[config.mk]
export PLATFORM = sky130hd
export DESIGN_NAME = mmm_systolic
export DESIGN_NICKNAME = d
export VERILOG_FILES = /design/src/rtl/mmm_pkg.sv /design/src/rtl/mmm_ctrl.sv /design/src/rtl/mmm_cell.sv /design/src/rtl/mmm_systolic.sv
export SDC_FILE = /design/constraint.sdc
export NUM_CORES = 2
export LEC_CHECK = 0
export ABC_AREA = 1
export BUFFER_PORTS_ARGS = -buffer_cell sky130_fd_sc_hd__clkbuf_2
export CAP_MARGIN = 30
export CELL_PAD_IN_SITES_DETAIL_PLACEMENT = 1
export CELL_PAD_IN_SITES_GLOBAL_PLACEMENT = 2
export CORE_ASPECT_RATIO = 1.75
export CORE_MARGIN = 1.5
export CORE_UTILIZATION = 32
export CTS_CLUSTER_DIAMETER = 200
export CTS_CLUSTER_SIZE = 16
export DETAILED_ROUTE_END_ITERATION = 8
export PLACE_DENSITY = 0.72
export REMOVE_ABC_BUFFERS = 1
export SKIP_CTS_REPAIR_TIMING = 1
export SYNTH_ARGS = -nofsm -noshare
export SYNTH_HDL_FRONTEND = slang
export SYNTH_HIERARCHICAL = 1
export SYNTH_SLANG_ARGS = --single-unit
export TNS_END_PERCENT = 5
[constraint.sdc]
create_clock -name clk -period 7 [get_ports clk]
set_input_delay 0.35 -clock clk [delete_from_list [all_inputs] [get_ports clk]]
set_output_delay 0.35 -clock clk [all_outputs]
set_load 0.02 [all_outputs]
[src/rtl/mmm_pkg.sv]
`timescale 1ns/1ps
package mmm_pkg;
    localparam int DIGIT_W = 4;
    localparam int CARRY_W = 5;
    localparam int SUM_W   = 9;

    typedef logic [DIGIT_W-1:0] digit_t;
    typedef logic [CARRY_W-1:0] carry_t;

    // Digit pair travelling upward through the chain with its valid flag.
    typedef struct packed {
        logic   v;
        digit_t x;
        digit_t m;
    } flow_t;

    function automatic logic [SUM_W-1:0] cell_sum(input digit_t t, input digit_t x,
                                                  input digit_t y, input digit_t m,
                                                  input digit_t n, input carry_t c);
        return SUM_W'(t) + SUM_W'(x) * SUM_W'(y) + SUM_W'(m) * SUM_W'(n) + SUM_W'(c);
    endfunction
endpackage

[src/rtl/mmm_ctrl.sv]
`timescale 1ns/1ps
module mmm_ctrl
    import mmm_pkg::*;
#(
    parameter int LAT = 55,
    parameter int D   = 17,
    parameter int CW  = $clog2(LAT + 1)
) (
    input  logic          clk,
    input  logic          rst,
    input  logic          start,
    output logic          busy,
    output logic          done,
    output logic          load,
    output logic          fin,
    output logic          feed_v,
    output logic [CW-1:0] cyc
);
    assign load   = start && !busy;
    assign fin    = busy && (cyc == CW'(LAT - 1));
    assign feed_v = busy && (cyc < CW'(2 * D)) && !cyc[0];

    always_ff @(posedge clk) begin
        if (rst) begin
            busy <= 1'b0;
            done <= 1'b0;
            cyc  <= '0;
        end else begin
            done <= fin;
            if (load) begin
                busy <= 1'b1;
                cyc  <= '0;
            end else if (fin) begin
                busy <= 1'b0;
            end else if (busy) begin
                cyc <= cyc + 1'b1;
            end
        end
    end

    // a request during a run neither restarts nor stalls the count
    a_r6_start_ignored: assert property (@(posedge clk) disable iff (rst)
        (busy && start && !fin) |=> (busy && cyc == $past(cyc) + 1'b1));

    // done only follows the terminal count of a run
    a_r4_done_after_count: assert property (@(posedge clk) disable iff (rst)
        $rose(done) |-> ($past(busy) && $past(cyc) == CW'(LAT - 1)));
endmodule

[src/rtl/mmm_cell.sv]
`timescale 1ns/1ps
module mmm_cell
    import mmm_pkg::*;
#(
    parameter bit FIRST = 1'b0
) (
    input  logic   clk,
    input  logic   rst,
    input  logic   clr,
    input  flow_t  fin,
    input  digit_t yd,
    input  digit_t nd,
    input  digit_t np,
    input  digit_t tin,
    input  carry_t cin,
    output flow_t  fout,
    output digit_t tq,
    output carry_t cq
);
    digit_t           m_use;
    logic [SUM_W-1:0] sum;

    if (FIRST) begin : g_quot
        logic [7:0] part;
        logic [7:0] qprod;
        always_comb begin
            part  = 8'(tin) + 8'(fin.x) * 8'(yd);
            qprod = 8'(part[3:0]) * 8'(np);
            m_use = qprod[3:0];
        end

        // the chosen quotient digit cancels the low digit
        a_r9_low_digit_cancels: assert property (@(posedge clk) disable iff (rst)
            fin.v |-> (sum[3:0] == 4'd0));
    end else begin : g_pass
        assign m_use = fin.m;
    end

    assign sum = cell_sum(tin, fin.x, yd, m_use, nd, cin);

    always_ff @(posedge clk) begin
        if (rst || clr) begin
            tq   <= '0;
            cq   <= '0;
            fout <= '0;
        end else begin
            fout.v <= fin.v;
            fout.x <= fin.x;
            fout.m <= m_use;
            if (fin.v) begin
                tq <= sum[3:0];
                cq <= sum[SUM_W-1:4];
            end
        end
    end
endmodule

[src/rtl/mmm_systolic.sv]
`timescale 1ns/1ps
module mmm_systolic
    import mmm_pkg::*;
#(
    parameter int N_BITS     = 64,
    parameter int PAD_DIGITS = 1,
    parameter int L          = N_BITS / DIGIT_W,
    parameter int D          = L + PAD_DIGITS,
    parameter int OW         = DIGIT_W * D
) (
    input  logic              clk,
    input  logic              rst,
    input  logic              start,
    input  logic [OW-1:0]     x_in,
    input  logic [OW-1:0]     y_in,
    input  logic [N_BITS-1:0] n_in,
    input  logic [3:0]        n_prime,
    output logic              busy,
    output logic              done,
    output logic [OW-1:0]     t_out
);
    localparam int C   = D + 2;
    localparam int LAT = 3 * D + 4;
    localparam int CW  = $clog2(LAT + 1);

    logic [OW-1:0]     x_r, y_r;
    logic [N_BITS-1:0] n_r;
    digit_t            np_r;
    logic              load, fin, feed_v;
    logic [CW-1:0]     cyc;
    flow_t             feed;
    flow_t             fl [C];
    digit_t            tq [C];
    carry_t            cq [C];
    logic [OW-1:0]     res;

    mmm_ctrl #(.LAT(LAT), .D(D), .CW(CW)) u_ctrl (
        .clk(clk), .rst(rst), .start(start), .busy(busy), .done(done),
        .load(load), .fin(fin), .feed_v(feed_v), .cyc(cyc)
    );

    always_ff @(posedge clk) begin
        if (rst) begin
            x_r  <= '0;
            y_r  <= '0;
            n_r  <= '0;
            np_r <= '0;
        end else if (load) begin
            x_r  <= x_in;
            y_r  <= y_in;
            n_r  <= n_in;
            np_r <= n_prime;
        end
    end

    always_comb begin
        feed   = '0;
        feed.v = feed_v;
        for (int k = 0; k < D; k++) begin
            if (cyc[CW-1:1] == (CW-1)'(k)) feed.x = x_r[DIGIT_W*k +: DIGIT_W];
        end
    end

    for (genvar j = 0; j < C; j++) begin : g_cell
        flow_t  fi;
        digit_t ti, yd, nd;
        carry_t ci;

        if (j == 0) begin : g_head
            assign fi = feed;
            assign ci = '0;
        end else begin : g_link
            assign fi = fl[j-1];
            assign ci = cq[j-1];
        end

        if (j == C - 1) begin : g_top
            assign ti = '0;
        end else begin : g_mid
            assign ti = tq[j+1];
        end

        if (j < D) begin : g_ydig
            assign yd = y_r[DIGIT_W*j +: DIGIT_W];
        end else begin : g_yzero
            assign yd = '0;
        end

        if (j < L) begin : g_ndig
            assign nd = n_r[DIGIT_W*j +: DIGIT_W];
        end else begin : g_nzero
            assign nd = '0;
        end

        mmm_cell #(.FIRST(j == 0)) u_cell (
            .clk(clk), .rst(rst), .clr(load), .fin(fi), .yd(yd), .nd(nd),
            .np(np_r), .tin(ti), .cin(ci), .fout(fl[j]), .tq(tq[j]), .cq(cq[j])
        );
    end

    // Result digit k sits in cell k+1 after the final shift.
    always_comb begin
        for (int k = 0; k < D; k++) res[DIGIT_W*k +: DIGIT_W] = tq[k+1];
    end

    always_ff @(posedge clk) begin
        if (rst)      t_out <= '0;
        else if (fin) t_out <= res;
    end

    // nothing is left above the top result digit at the end of a run
    a_r2_top_cell_empty: assert property (@(posedge clk) disable iff (rst)
        fin |-> (tq[C-1] == '0 && cq[C-1] == '0));

    // the delivered result stays below twice the modulus
    a_r3_below_2n: assert property (@(posedge clk) disable iff (rst)
        done |-> ((OW+1)'(t_out) < (OW+1)'({n_r, 1'b0})));

    // the result holds between done pulses
    a_r7_result_holds: assert property (@(posedge clk) disable iff (rst)
        !done |-> $stable(t_out));

    // done is a single-cycle pulse
    a_r4_done_pulse: assert property (@(posedge clk) disable iff (rst)
        done |=> !done);
endmodule

==> flow_metrics.tcl <==
set metrics [dict create \
    htreeDepth 2 \
    start_util_pct 32.2 \
    peakVddDrop_uv 159 \
    fin_crit_sh_pct 114 \
    p_leak_uw 0.0282 \
    overflow 0 \
    die_w_um 294 \
    multi_input_area_um2 29100 \
    drv_slew 0 \
    cts.path.max_buffers 3 \
    rr_startpoint "u_ctrl/cyc[4]" \
    pwr-share-clk_pct 36.9 \
    vias_per_cell 4.48 \
    drive_gt1_share_pct 8.04 \
    die_y_um 511 \
    postLayoutCoreUtil_pct 36.8 \
    yosysWarnings 6 \
    cts.clk_slew.worst_paths_ns 0.08 \
    p_comb_share_pct 8.5 \
    cts_root_buffer "clkbuf_16" \
    reg2reg_to "g_cell[0].u_cell/cq[2]" \
    critical-path-top-delay-family "adder cells" \
    cts_sinks 603 \
    grt-busiest-layer "met2" \
    p_sw_uw 1790 \
    portBuffers 276 \
    seq_area_um2 12100 \
    placed_area_um2 51000 \
    grt_setup_unrepaired "true" \
    wl_per_cell_um 16.9 \
    n_fill_cell 18097 \
    ios 277 \
    hp-class "input port to flip-flop" \
    met2_usage_pct 39.8 \
    swShare_pct 27.1 \
    gp_congestion 0.856 \
    cp_slowest_cell "fa_1" \
    dieArea_um2 150000 \
    finalHoldViolCount 0 \
    row_count 186 \
    grt_usage_pct 19.5 \
    place_ws_ns -1.37 \
    worstSetupEndpoint "g_cell[0].u_cell/cq[2]" \
    path_max_fanout 7 \
    syn_area_um2 47300 \
    worstPathArrival_ns 8.49 \
    total_power_uw 6610 \
    syn2layout_area_growth_pct 14.1 \
    synth_cells 6176 \
    finClkSkew_ns 0.0293 \
    worst_slack_ns -0.946 \
    remaining_drc_errors 0 \
    clock.fmax_mhz 126 \
    cp.depth 44 \
    slew_headroom_pct 47.1 \
    timing.hold.ws_ns 0.00912 \
    grt_max_degree 110 \
    use_met3_pct 1.54 \
    cts_made_buffers 43 \
    power.density_nw_per_um2 123 \
    grt_pass1_vias 42071 \
    setup_viol_count_final 5 \
    drt_iter0_drc 950 \
    postSynthAreaPerCell_um2 7.65 \
    clk_latency_ns 0.64 \
    fin_nets 7872 \
    maxCapViolations 0 \
    wl_um 144000 \
    worst_pin_slew_ns 0.794 \
    p_int_uw 4820 \
    critPathBufInv 6 \
    violations "setup timing" \
    reg2reg_slack_ns -0.95 \
    finalCriticalPeriod_ns 7.95 \
    vias 38347 \
    coreArea_um2 147000 \
    status "finished, violations left" \
    grt_pass1_wl_um 229000 \
    cp-start-kind "flip-flop" \
    seqPwrFrac_pct 54.6 \
    first_pass_iters 4 \
    worstPathRequired_ns 7.54 \
    use_met1_pct 20.5 \
    reg2reg_depth 44 \
    path_class "flip-flop to flip-flop" \
    ant_nets 0 \
    design_area_um2 54000 \
    antenna_found_initial 7 \
    crit_path_max_incr_delay_ns 0.55 \
    end_kind "flip-flop" \
    hpwl_um 118000 \
    crit_path_start "u_ctrl/cyc[4]" \
    cts_tree "done" \
]
-- how the worst min path moves through the flow --
stage | from | to | slack, ns | cells past startpoint
6_report | y_in[21] | y_r[21] | 0.009 | 3
5_1_grt | y_in[21] | y_r[21] | 0.003 | 3
4_1_cts | x_in[15] | x_r[15] | -0.12 | 3
3_5_place_dp | t_out[60] | t_out[60] | 0.46 | 2
3_3_place_gp | t_out[58] | t_out[58] | 0.45 | 2
2_1_floorplan | rst | n_r[0] | 0.42 | 1
-- area by class of cell --
type / count / share of cell area, %
sequential: 603 / 22.4
tap: 1880 / 4.36
inverter: 1500 / 10.5
clock buffer: 43 / 1.99
multi-input combinational: 4000 / 53.9
clock inverter: 2 / 0.0301
timing repair buffer: 522 / 6.80
antenna: 5 / 0.0232
-- registers in the layout, summed over array words and instances, names as in the netlist --
| register | count |
|---|---|
| u_ctrl/busy | 1 |
| u_ctrl/done | 1 |
| g_cell.u_cell/fout | 162 |
| u_ctrl/cyc | 6 |
| g_cell.u_cell/cq | 89 |
| t_out | 68 |
| x_r | 68 |
| g_cell.u_cell/tq | 72 |
| np_r | 4 |
| y_r | 68 |
| n_r | 64 |
-- power groups by stage --
stage / logic (uW) / registers (uW) / clock network (uW)
3_5_place_dp: 486 / 3690 / 0
2_1_floorplan: 242 / 3650 / 0
6_report: 561 / 3610 / 2440
4_1_cts: 489 / 3610 / 2600
5_1_grt: 630 / 3620 / 2690
3_3_place_gp: 480 / 3690 / 0
-- through the flow --
stage               TNS [ns]  instances
global placement       -5.88       8340
detailed placement     -6.36       8340
floorplan              -4.14       6103
CTS                    -6.52       8385
finish                 -4.40       8555
global route           -6.38       8555
-- placed cells by master (no fill, tap or decap), drive strengths merged --
master	instances
nand2	1714
inv	1501
dfxtp	603
ha	511
fa	484
nor2	478
a21oi	374
clkbuf	318
dlygate4sd3	157
nand3	147
buf	90
conb	77
o21ai	56
or2	42
xor2	37
nand4	22
nand3b	20
xnor2	17
a211oi	11
diode	5
a31oi	3
a21o	2
nor3	2
nor4	1
o22ai	1
clkinvlp	1
a21boi	1
-- per-layer routing --
layer,vias to the layer above,routed length (um)
li1,19058,-
met1,18753,55200
met2,363,82200
met3,169,2390
met4,4,4670
met5,-,27
-- worst register-to-register path, delay by kind of cell (launching register included) --
kind                     cells  cell delay (ns)
buffers and inverters        6             0.31
AND/OR/NAND/NOR             24             2.23
AO/OA/AOI/OAI                2             0.29
adder cells (fa/ha/maj)     12             4.65
flip-flops                   1             0.37
(Power assumes the default switching activity.)
